`src/rtl/isqrt_pkg.sv`:
```
// Package: shared sizing helpers for the integer square root unit.
// Assumes the operand width is even, so the root has half its bits.
package isqrt_pkg;

    // Number of root bits (and of steps) for a given operand width
    function automatic int root_bits(input int data_w);
        return data_w / 2;
    endfunction

    // Width of the partial remainder: root bits plus room for shift-in
    function automatic int rem_bits(input int data_w);
        return data_w / 2 + 3;
    endfunction

endpackage

```
`src/rtl/isqrt_step.sv`:
```
// Module: isqrt_step
// One restoring step of the digit-by-digit square root. It shifts two
// operand bits into the partial remainder, compares against the trial
// value (root << 2 | 1) and decides one root bit.
// Assumes the incoming remainder is at most 2*root_in, so its top two
// bits are zero and may be shifted out.
module isqrt_step #(
    parameter int HALF_W = 8,
    parameter int REM_W  = HALF_W + 3
) (
    input  logic [REM_W-1:0]  rem_in,
    input  logic [HALF_W-1:0] root_in,
    input  logic [1:0]        pair,
    output logic [REM_W-1:0]  rem_out,
    output logic [HALF_W-1:0] root_out
);
    logic [REM_W-1:0] widened;
    logic [REM_W-1:0] trial;
    logic             fits;

    // Form the shifted remainder and trial value, then restore or subtract
    always_comb begin
        widened  = {rem_in[REM_W-3:0], pair};
        trial    = {{(REM_W-HALF_W-2){1'b0}}, root_in, 2'b01};
        fits     = (widened >= trial);
        rem_out  = fits ? (widened - trial) : widened;
        root_out = {root_in[HALF_W-2:0], fits};
    end
endmodule

```
`src/rtl/isqrt_ctrl.sv`:
```
// Module: isqrt_ctrl
// Sequencer: accepts start when idle, runs ITERS step cycles with busy
// high, then drops busy and raises done for one cycle.
// Assumes start is a level sampled on the rising edge; start while busy
// is dropped.
module isqrt_ctrl #(
    parameter int ITERS = 8,
    localparam int CNT_W = (ITERS > 1) ? $clog2(ITERS) : 1
) (
    input  logic clk,
    input  logic rst_n,
    input  logic start,
    output logic load,
    output logic step_en,
    output logic last_step,
    output logic busy,
    output logic done
);
    localparam logic [CNT_W-1:0] LAST = CNT_W'(ITERS - 1);

    logic [CNT_W-1:0] step_cnt;

    // Decode handshakes from the current state
    always_comb begin
        load      = start && !busy;
        step_en   = busy;
        last_step = busy && (step_cnt == LAST);
    end

    // Step counter, busy and done registers
    always_ff @(posedge clk) begin
        if (!rst_n) begin
            step_cnt <= '0;
            busy     <= 1'b0;
            done     <= 1'b0;
        end else begin
            done <= last_step;
            if (load) begin
                busy     <= 1'b1;
                step_cnt <= '0;
            end else if (last_step) begin
                busy     <= 1'b0;
                step_cnt <= '0;
            end else if (busy) begin
                step_cnt <= step_cnt + 1'b1;
            end
        end
    end

    // R3
    // done_single_chk
    done_single_chk: assert property (@(posedge clk) disable iff (!rst_n)
        done |=> !done);

    // R3
    // done_idle_chk
    done_idle_chk: assert property (@(posedge clk) disable iff (!rst_n)
        !(done && busy));

    // R3
    // busy_end_chk
    busy_end_chk: assert property (@(posedge clk) disable iff (!rst_n)
        $fell(busy) |-> done);

    // R2
    // start_accept_chk
    start_accept_chk: assert property (@(posedge clk) disable iff (!rst_n)
        (start && !busy) |=> busy);

    // R8
    // restart_ignored_chk
    restart_ignored_chk: assert property (@(posedge clk) disable iff (!rst_n)
        (busy && !last_step) |=> (busy && $stable(done)));
endmodule

```
`src/rtl/isqrt_unit.sv`:
```
// Module: isqrt_unit
// Integer square root of an unsigned DATA_W-bit operand. It produces the
// floor root (for R0), the remainder (for R1) and a zero value for R3,
// each with a write enable valid in the one-cycle done pulse. R2 has no
// write port. Assumes DATA_W is even and at least 4.
module isqrt_unit
    import isqrt_pkg::*;
#(
    parameter int DATA_W = 16
) (
    input  logic              clk,
    input  logic              rst_n,
    input  logic              start,
    input  logic [DATA_W-1:0] operand,
    output logic              busy,
    output logic              done,
    output logic              r0_we,
    output logic [DATA_W-1:0] r0_data,
    output logic              r1_we,
    output logic [DATA_W-1:0] r1_data,
    output logic              r3_we,
    output logic [DATA_W-1:0] r3_data,
    output logic              zero_flag
);
    localparam int HALF_W = root_bits(DATA_W);
    localparam int REM_W  = rem_bits(DATA_W);
    localparam int ITERS  = HALF_W;

    logic              load;
    logic              step_en;
    logic              last_step;
    logic [DATA_W-1:0] src_q;
    logic [REM_W-1:0]  rem_q;
    logic [HALF_W-1:0] root_q;
    logic              zero_q;
    logic [REM_W-1:0]  rem_nx;
    logic [HALF_W-1:0] root_nx;

    isqrt_ctrl #(.ITERS(ITERS)) u_ctrl (
        .clk       (clk),
        .rst_n     (rst_n),
        .start     (start),
        .load      (load),
        .step_en   (step_en),
        .last_step (last_step),
        .busy      (busy),
        .done      (done)
    );

    isqrt_step #(.HALF_W(HALF_W), .REM_W(REM_W)) u_step (
        .rem_in   (rem_q),
        .root_in  (root_q),
        .pair     (src_q[DATA_W-1 -: 2]),
        .rem_out  (rem_nx),
        .root_out (root_nx)
    );

    // Operand shifter and partial root/remainder registers
    always_ff @(posedge clk) begin
        if (!rst_n) begin
            src_q  <= '0;
            rem_q  <= '0;
            root_q <= '0;
            zero_q <= 1'b0;
        end else if (load) begin
            src_q  <= operand;
            rem_q  <= '0;
            root_q <= '0;
        end else if (step_en) begin
            src_q  <= {src_q[DATA_W-3:0], 2'b00};
            rem_q  <= rem_nx;
            root_q <= root_nx;
            zero_q <= (root_nx == '0);
        end
    end

    // Map results onto the register-file write ports
    always_comb begin
        r0_we     = done;
        r1_we     = done;
        r3_we     = done;
        r0_data   = {{(DATA_W-HALF_W){1'b0}}, root_q};
        r1_data   = {{(DATA_W-HALF_W-1){1'b0}}, rem_q[HALF_W:0]};
        r3_data   = '0;
        zero_flag = zero_q;
    end

    // R5
    // rem_bound_chk
    rem_bound_chk: assert property (@(posedge clk) disable iff (!rst_n)
        done |-> (rem_q <= {root_q, 1'b0}));

    // R7
    // zero_flag_chk
    zero_flag_chk: assert property (@(posedge clk) disable iff (!rst_n)
        done |-> (zero_flag == (root_q == '0)));

    // R8
    // hold_while_done_chk
    hold_while_done_chk: assert property (@(posedge clk) disable iff (!rst_n)
        (done && !start) |=> $stable(root_q) && $stable(rem_q));
endmodule

```
`config.mk`:
```
export PLATFORM = sky130hd
export DESIGN_NAME = isqrt_unit
export DESIGN_NICKNAME = d
export VERILOG_FILES = /design/src/rtl/isqrt_pkg.sv /design/src/rtl/isqrt_step.sv /design/src/rtl/isqrt_ctrl.sv /design/src/rtl/isqrt_unit.sv
export SDC_FILE = /design/constraint.sdc
export NUM_CORES = 1
export LEC_CHECK = 0
export CORE_MARGIN = 5
export CORE_UTILIZATION = 42
export DETAILED_ROUTE_END_ITERATION = 16
export HOLD_SLACK_MARGIN = 0.15
export PLACE_DENSITY = 0.76
export SETUP_SLACK_MARGIN = 0.02
export SKIP_LAST_GASP = 1
export SYNTH_ARGS = -nofsm -noshare
export SYNTH_HDL_FRONTEND = slang
export SYNTH_SLANG_ARGS = --single-unit
```
`constraint.sdc`:
```
create_clock -name clk -period 1.9 [get_ports clk]
set_input_delay 0.38 -clock clk [delete_from_list [all_inputs] [get_ports clk]]
set_output_delay 0.38 -clock clk [all_outputs]
set_load 0.05 [all_outputs]
```
# Yosys cells after proc, flatten, opt, wreduce, memory -nomap -nowiden
# Cells that the tools add are included.
# totals
inputBits	19
word_cells	27
output_inout_bits	54
register_bits	39
# classes
order_cmp	1
bitwise	2
eq_ne	1
n_addsub	2
muxes	5
reduce_logical	9
# op_table
op	count
$mux W16	2
$ge A11 B10 Y1	1
$mux W9	1
$sub A9 B9 Y9	1
$logic_not A8 Y1	1
$reduce_bool A2 Y1	2
$add A3 B1 Y3 const B	1
$eq A3 B3 Y1 const B	1
$reduce_or A3 Y1	1
$logic_and A1 B1 Y1	2
$mux W1	2
$not A1 Y1	2
$reduce_and A2 Y1	1
$reduce_or A2 Y1	1
$logic_not A1 Y1	1

# Logic depth before layout (Yosys ltp)
# Gate-level depths: netlist of the first run.
# depth
depth_word	4
mapped_depth	8
mapped_depth_nobuf	7

# Hierarchy
# A second synthesis of the first run with hierarchy kept.
# unflattened
hier_cells	297
hier_area_um2	2735.1
# by_module_without_submodules
mod	instances	seq_area_each_um2	cells_each	area_per_inst_um2
isqrt_unit	1	720.7	185	1833.0
isqrt_step	1	0.0	87	666.9
isqrt_ctrl	1	100.1	25	235.2

# Least setup slack after synthesis of the first run
# No wires, ideal clock.
# synth_path
path_type	flip-flop to flip-flop
startpoint	register root_q[3]
endpoint	register rem_q[5]
required_ns	1.778
synth_period_minus_slack_ns	2.216
n_path_buf	1
setup_ns	0.122
t_arrival_ns	2.094
setup_slack_ns	-0.316
path_stages_with_launch	9
path_cell_list	dfxtp_1 -> inv_1 -> ha_1 -> nand4_1 -> o21ai_1 -> o31ai_1 -> and2_1 -> buf_2 -> a311o_1
# synth_between
elab_chain_len	2
word_cells_on_any_way	3
classes_between	add/sub: 1; order compare: 1; mux: 1
# synth_rtl
item	line	source
start, declared	isqrt_unit.sv:34	logic [HALF_W-1:0] root_q;
start signal, assigned	isqrt_unit.sv:72	root_q <= root_nx;
$sub A9 B9 Y9 or $ge A11 B10 Y1 (tied branches)	isqrt_step.sv:26, isqrt_step.sv:25	
$mux W9 (*)	isqrt_step.sv:26	rem_out = fits ? (widened - trial) : widened;
end signal, assigned	isqrt_unit.sv:71	rem_q <= rem_nx;
end, declared	isqrt_unit.sv:33	logic [REM_W-1:0] rem_q;
# Mark *: on every way between the ends. The rest lies on a longest branch, timed or not.
# A chain may end at the register's enable or synchronous reset.

# Worst setup path after layout of the first run
# layout_path
startpoint	register root_q[1]
endpoint	output port r0_data[1]
# layout_lines
item	line	source
end, declared	isqrt_unit.sv:18	output logic [DATA_W-1:0] r0_data,
# No word-level cell between the ends.

==> out/qor.yml, run 1 <==
outcome: "finished clean"
grt_max_degree: 30
switchingPower_uw: 1230
synth_cell_types: 42
die_y_um: 85.0
end_kind: "output pin"
cts_root_buf: "clkbuf_8"
period_minus_slack_ps: 1850
syn_inst: 273
required_ps: 1520
grt-ovfl-total: 0
synth_ff_type: "dfxtp_1"
cts_buffer_depth: 2
p_seq_share_pct: 33.2
hp-start: "src_q[6]$_SDFFE_PN0P_"
cp.buffers_inverters: 1
drc: 0
gp_congestion: 0.894
ys_seq_area_share_pct: 33.0
cp_top_family: "buffers and inverters"
cp_slowest_cell: "clkdlybuf4s50_1"
synthesis.area_um2: 2360
final_util_pct: 54.8
die_width_um: 85.0
fmax_mhz: 541
power_density_nw_per_um2: 977
final_area_um2: 3000
comb_power_share_pct: 47.8
drt_iter0_drc: 101
firstDrtPassIters: 4
worstHoldPathCells: 1
hold_viol: 0
clkPwrFrac_pct: 19.0
synth_warnings: 0
grt_antenna_before_repair: 0
grt_first_pass_wirelength_mm: 8.56
die_area_um2: 7230
core_um2: 5470
wl_mm: 5.46
ff_latch_area_um2: 820
io_buffers: 41
p_total_uw: 2930
hold_path.class: "flop to flop"
fill_cells: 518
synth_area_leaders: "dfxtp_1, buf_4, mux2i_1"
worstReg2RegStart: "root_q[3]$_SDFFE_PP0P_"
core.rowCount: 27
dp_hpwl_mm: 4.15
synth_top_area_share_pct: 33.0
maxCapViolCount: 0
cts_buffers: 5
synth-seq-cells: 39
ios: 73
syn_avg_cell_area_um2: 8.66
slew_viol_final: 0
grt_setup_unrepaired: "true"
diodes: 0
internal_power_uw: 1690
first_global_vias: 1809
clock_sinks: 39
multi_input_area_um2: 1440
dpl_cell_area_um2: 2810
async_flop_share_pct: 0
nets: 349
ir_drop_uv: 508
routedWlPerCell_um: 14.0
power.switching_fraction_pct: 42.2
rr_endpoint: "rem_q[0]$_SDFFE_PP0P_"
cp_data_arrival_time_ps: 1470
crit_path_start_kind: "flop"
insertion_delay_ps: 290
period_share_pct: 97.3
path_class: "flop to output pin"
area_delta_synth_final_pct: 26.7
track_usage_pct: 14.5
min_to: "src_q[8]$_SDFFE_PN0P_"
drive_gt1_share_pct: 25.1
final_common_cell: "buf_4"
r2r_cells: 8
num_vias: 1987
synth-edff-count: 0
path_clk_slew_ps: 80
p_leak_uw: 0.00140
mostFrequentLayoutCells: "buf_4, conb_1, nand2_1, dfxtp_1"
critPathMaxStageDelay_ps: 800
antenna_left: 0
initial_core_util_pct: 43.2
cts_tree: "yes"
finalSetupViolations: 0
yosys.area.top_type: "dfxtp_1"
fin_skew_ps: 10.2
viasPerCell: 5.08
cp_max_fo: 4
h-tree-depth: 2
regToRegSetupSlack_ps: 70
crit_chain: "clkdlybuf4s50_1"
## cell families after synthesis
group / after synthesis / synth area share (%)
AO/OA/AOI/OAI: 59 / 19.3
XOR/XNOR: 6 / 2.22
adder cells (fa/ha/maj): 12 / 6.35
buffers and inverters: 65 / 16.2
flip-flops: 39 / 33.0
multiplexers: 21 / 8.89
other: 1 / 0.159
AND/OR/NAND/NOR: 70 / 13.8
## cell usage after synthesis, types with 3 or more instances
cell,count
xor2_1,3
o31ai_1,3
o211a_1,14
mux2i_1,21
dfxtp_1,39
a311oi_1,3
buf_4,34
o211ai_1,5
o21ai_0,5
buf_2,4
nand4_1,4
ha_1,12
a211oi_1,7
nand2b_1,3
nor3_1,6
nand2_1,22
xnor2_1,3
clkbuf_1,9
nor2_1,21
a21oi_1,7
inv_1,15
and2_1,4
and3_1,4
## layout make-up
| class | count | area share (%) |
|---|---|---|
| clock buffers | 6 | 2.42 |
| clock inverters | 2 | 0.418 |
| inverters | 16 | 2.00 |
| multi-input cells | 199 | 48.2 |
| flip-flops and latches | 39 | 27.3 |
| well taps | 72 | 3.01 |
| repair buffers | 57 | 16.6 |
## power by group through the flow
stage / logic [µW] / clock network, µW / registers, µW
2_1_floorplan: 905 / 0 / 1100
3_3_place_gp: 1260 / 0 / 983
3_5_place_dp: 1270 / 0 / 985
4_1_cts: 1270 / 575 / 967
5_1_grt: 1510 / 609 / 984
6_report: 1400 / 556 / 973
## layer usage
layer  share of wire [%]  vias up  global-route usage (%)
li1                    -      993                       -
met1                  45      912                    18.6
met2                  46       76                    23.1
met3                 8.1        6                    4.17
met4                 1.2        0                    5.04
met5                   0        -                       0
## flip-flops by register name, indices dropped and copies added, names as in the netlist
signal,flops
zero_flag,1
u_ctrl.done,1
u_ctrl.step_cnt,3
u_ctrl.busy,1
root_q,8
src_q,16
rem_q,9
## worst max-delay path by stage
stage | from | end | cells after the start
after floorplan | root_q[3]$_SDFFE_PP0P_ | rem_q[5]$_SDFFE_PP0P_ | 8
after global placement | root_q[3]$_SDFFE_PP0P_ | rem_q[5]$_SDFFE_PP0P_ | 7
after detailed placement | root_q[3]$_SDFFE_PP0P_ | rem_q[5]$_SDFFE_PP0P_ | 7
after CTS | root_q[3]$_SDFFE_PP0P_ | rem_q[5]$_SDFFE_PP0P_ | 7
after global routing | root_q[4]$_SDFFE_PP0P_ | rem_q[0]$_SDFFE_PP0P_ | 8
final | root_q[1]$_SDFFE_PP0P_ | r0_data[1] | 1
## repair_timing
| action | in CTS | in global routing |
|---|---|---|
| setup buffers | 0 | 5 |
| resized for setup | 0 | 12 |
| endpoints found under the setup margin | 0 | 10 |
| hold buffers | 0 | 0 |
## stage by stage
step | TNS (ps) | setup slack, ps | std cells | hold slack, ps
after floorplan | 0 | 25.1 | 303 | 453
after global placement | 0 | 79.9 | 378 | 464
after detailed placement | 0 | 60.0 | 378 | 467
after CTS | 0 | 31.2 | 386 | 486
after global routing | -41.3 | -41.3 | 391 | 511
final | 0 | 50.4 | 391 | 483
Power figures use the tool's default switching activity.
==> run 2: changes to the inputs <==
Settings changed: CTS_CLUSTER_SIZE from default to 20, MAX_ROUTING_LAYER from default to met4.
==> out/qor.yml, run 2 (synthesis results as in run 1) <==
cts_tree: "yes"
clock_sinks: 39
holdBufCountCts: 0
path_class: "flop to flop"
top_register: "src_q"
cts_buffer_depth: 2
fin_skew_ps: 5.52
drive_gt1_share_pct: 26.0
track_usage_pct: 15.7
drt_iter0_drc: 158
io_buffers: 41
end_kind: "flop"
ios: 73
drc: 0
num_vias: 2031
p_leak_uw: 0.00140
die_area_um2: 7230
tightest_slew_ps: 497
grt_busiest_layer: "met2"
first_global_vias: 1910
fmax_mhz: 530
largest_register_ffs: 16
grt_use_met2_pct: 26.1
hold_path.class: "flop to flop"
met1_usage_pct: 19.1
tns_ps: 0
outcome: "finished clean"
insertion_delay_ps: 280
mostFrequentLayoutCells: "buf_4, conb_1, dfxtp_1"
path_clk_slew_ps: 80
p_total_uw: 2990
cts_root_buf: "clkbuf_8"
crit_path_start_kind: "flop"
grt_setup_unrepaired: "true"
hold_slack_ps: 489
routedWlPerCell_um: 14.7
largest_registers: "src_q (16), rem_q (9), root_q (8)"
fill_cells: 517
grt_max_degree: 30
viasPerCell: 5.19
grt-ovfl-total: 0
firstDrtPassIters: 4
cp_data_arrival_time_ps: 2060
wl_mm: 5.73
max-slew-margin-rel_pct: 66.8
power_density_nw_per_um2: 993
core_um2: 5470
grt_antenna_before_repair: 0
final_common_cell: "buf_4"
slew_viol_final: 0
initial_core_util_pct: 43.2
die_width_um: 85.0
met3_usage_pct: 3.40
core.rowCount: 27
maxCapViolCount: 0
period_minus_slack_ps: 1890
grt_first_pass_wirelength_mm: 9.03
gp_congestion: 0.932
finalSetupViolations: 0
nets: 349
final_util_pct: 55.0
ir_drop_uv: 491
h-tree-depth: 2
layout_setup_ws_ps: 11.5
required_ps: 2070
cp_max_fo: 9
dp_hpwl_mm: 4.21
die_y_um: 85.0
cts_buffers: 5
pre_cts_ws_ps: 49.5
area_delta_synth_final_pct: 27.3
antenna_left: 0
hold_viol: 0
period_share_pct: 99.4
diodes: 0
## run 2: through the flow
step / cell area [µm²] / instances
2_1_floorplan: 2600 / 303
6_report: 3010 / 391
4_1_cts: 2900 / 386
3_3_place_gp: 2810 / 378
5_1_grt: 3010 / 391
3_5_place_dp: 2810 / 378
## run 2: what timing repair did
action,4_1_cts,5_1_grt
setup buffers,0,3
gates cloned,0,2
endpoints found under the setup margin,1,9
pin swaps,0,8
resized for setup,1,16
## run 2: report_power, final
group / switching (µW) / internal [µW]
Clock: 282 / 258
Sequential: 78.5 / 890
Combinational: 920 / 561
## run 2: metal layers
metal	vias up	share of wire (%)
met2	81	48
met3	8	6.8
li1	990	-
met4	0	1.4
met5	-	0
met1	952	44
## run 2: layout make-up
class	instances	area (µm²)	share of cell area [%]
repair buffers	57	493	16.4
flip-flops and latches	39	820	27.2
multi-input cells	199	1460	48.6
clock buffers	7	76.3	2.54
inverters	16	62.6	2.08
well taps	72	90.1	2.99
clock inverters	1	5.00	0.166
## run 2: worst max-delay path, stage by stage (launching register included)
cell and delay (ps):
dfxtp_4 380, inv_2 50, ha_4 300, nand4_1 130
o21ai_2 200, o31ai_4 110, and2_2 280, a311o_1 320
## run 2: worst paths after layout
path | startpoint | end | slack [ps] | depth (start not counted)
worst min register to register | zero_flag$_SDFFE_PN0P_ | zero_flag$_SDFFE_PN0P_ | 490 | 2
worst max register to register | root_q[4]$_SDFFE_PP0P_ | rem_q[5]$_SDFFE_PP0P_ | 10 | 7
worst max-delay path | root_q[4]$_SDFFE_PP0P_ | rem_q[5]$_SDFFE_PP0P_ | 10 | 7
worst min-delay path | zero_flag$_SDFFE_PN0P_ | zero_flag$_SDFFE_PN0P_ | 490 | 2
==> run 3: changes to the inputs <==
Settings changed: CTS_BUF_LIST from default to sky130_fd_sc_hd__clkbuf_16, GPL_TIMING_DRIVEN from default to 0.
==> out/qor.yml, run 3 (synthesis results as in run 1) <==
outcome: "finished clean"
tns_ps: 0
first_global_vias: 1999
grt-ovfl-total: 0
grt_setup_unrepaired: "true"
path_class: "flop to output pin"
die_y_um: 85.0
cp_data_arrival_time_ps: 1480
viasPerCell: 4.96
layout_setup_ws_ps: 40.4
diodes: 0
routedWlPerCell_um: 13.9
core.rowCount: 27
regToRegSetupSlack_ps: 40
grt_max_degree: 12
cp_slowest_cell: "clkdlybuf4s50_1"
nets: 391
insertion_delay_ps: 280
top_register: "src_q"
grt_antenna_before_repair: 0
crit_chain: "clkdlybuf4s50_1"
end_kind: "output pin"
antenna_left: 0
max-slew-margin-rel_pct: 62.8
cts_buffers: 5
cp_max_fo: 4
mostFrequentLayoutCells: "buf_4, clkdlybuf4s50_1, conb_1"
required_ps: 1520
ios: 73
die_width_um: 85.0
path_clk_slew_ps: 50
drive_gt1_share_pct: 26.3
critPathMaxStageDelay_ps: 820
num_vias: 2146
track_usage_pct: 16.0
grt_first_pass_wirelength_mm: 9.29
finalSetupViolations: 0
hold_viol: 0
period_share_pct: 97.9
firstDrtPassIters: 4
period_minus_slack_ps: 1860
initial_core_util_pct: 43.2
slew_viol_final: 0
hold_path.class: "flop to flop"
final_common_cell: "buf_4"
holdBufCountCts: 0
die_area_um2: 7230
drt_iter0_drc: 147
fill_cells: 489
largest_register_ffs: 16
pre_cts_ws_ps: -103
p_leak_uw: 0.00163
core_um2: 5470
h-tree-depth: 2
cp.buffers_inverters: 1
largest_registers: "src_q (16), rem_q (9), root_q (8)"
power_density_nw_per_um2: 994
tightest_slew_ps: 559
cp_top_family: "buffers and inverters"
p_total_uw: 3370
fin_skew_ps: 3.81
ir_drop_uv: 682
area_delta_synth_final_pct: 43.3
drc: 0
dp_hpwl_mm: 4.40
maxCapViolCount: 0
gp_congestion: 0.876
wl_mm: 6.03
cts_root_buf: "clkbuf_16"
fmax_mhz: 538
io_buffers: 41
cts_tree: "yes"
cts_buffer_depth: 2
clock_sinks: 39
crit_path_start_kind: "flop"
[run 3: cell count changes in the layout (fill, tap and decap cells not counted), sizes merged]
cell           before  now
clkbuf              7   14
clkdlybuf4s50      20   34
inv                16   17
dlygate4sd2         0    5
buf                37   49
clkinv              1    2
dlymetal6s2s        0    2
[run 3: through the flow]
step | std cells | util, % | area [µm²] | hold WS, ps
after floorplan | 303 | - | 2600 | 453
final | 433 | 61.9 | 3390 | 478
after detailed placement | 416 | 56.6 | 3100 | 463
after CTS | 426 | 59.3 | 3240 | 479
after global placement | 416 | 56.6 | 3100 | 459
after global routing | 433 | 61.9 | 3390 | 502
[run 3: final timing paths]
kind	startpoint	endpoint	cells past startpoint
min	src_q[8]$_SDFFE_PN0P_	src_q[10]$_SDFFE_PN0P_	1
min reg2reg	src_q[8]$_SDFFE_PN0P_	src_q[10]$_SDFFE_PN0P_	1
max reg2reg	root_q[6]$_SDFFE_PP0P_	rem_q[1]$_SDFFE_PP0P_	7
max	rem_q[5]$_SDFFE_PP0P_	r1_data[5]	1
[run 3: layout make-up]
class | count | area, µm² | share of cell area (%)
plain buffers | 48 | 327 | 9.64
clock buffers | 5 | 125 | 3.69
clock inverters | 3 | 11.3 | 0.332
inverters | 16 | 60.1 | 1.77
multi-input cells | 199 | 1470 | 43.5
flip-flops and latches | 39 | 820 | 24.2
well taps | 72 | 90.1 | 2.66
repair buffers | 51 | 482 | 14.2
[run 3: repair_timing]
action	in CTS	in global routing
cloned	0	1
pin swaps	0	10
setup buffers	2	7
resized for setup	5	20
setup endpoints to repair	9	18
[run 3: power by group]
group / total, µW / switching, µW / internal, µW
sequential: 972 / 79.5 / 892
clock: 782 / 310 / 472
combinational: 1610 / 940 / 675
total: 3370 / 1330 / 2040
[run 3: routing by layer]
| metal | track usage [%] | part of all wire [%] | routed length [µm] | vias to the layer above |
|---|---|---|---|---|
| li1 | - | - | - | 1075 |
| met1 | 19.7 | 43 | 2580 | 969 |
| met2 | 25.3 | 46 | 2790 | 88 |
| met3 | 4.37 | 8.9 | 538 | 14 |
| met4 | 4.89 | 1.9 | 113 | 0 |
| met5 | - | 0 | 0 | - |
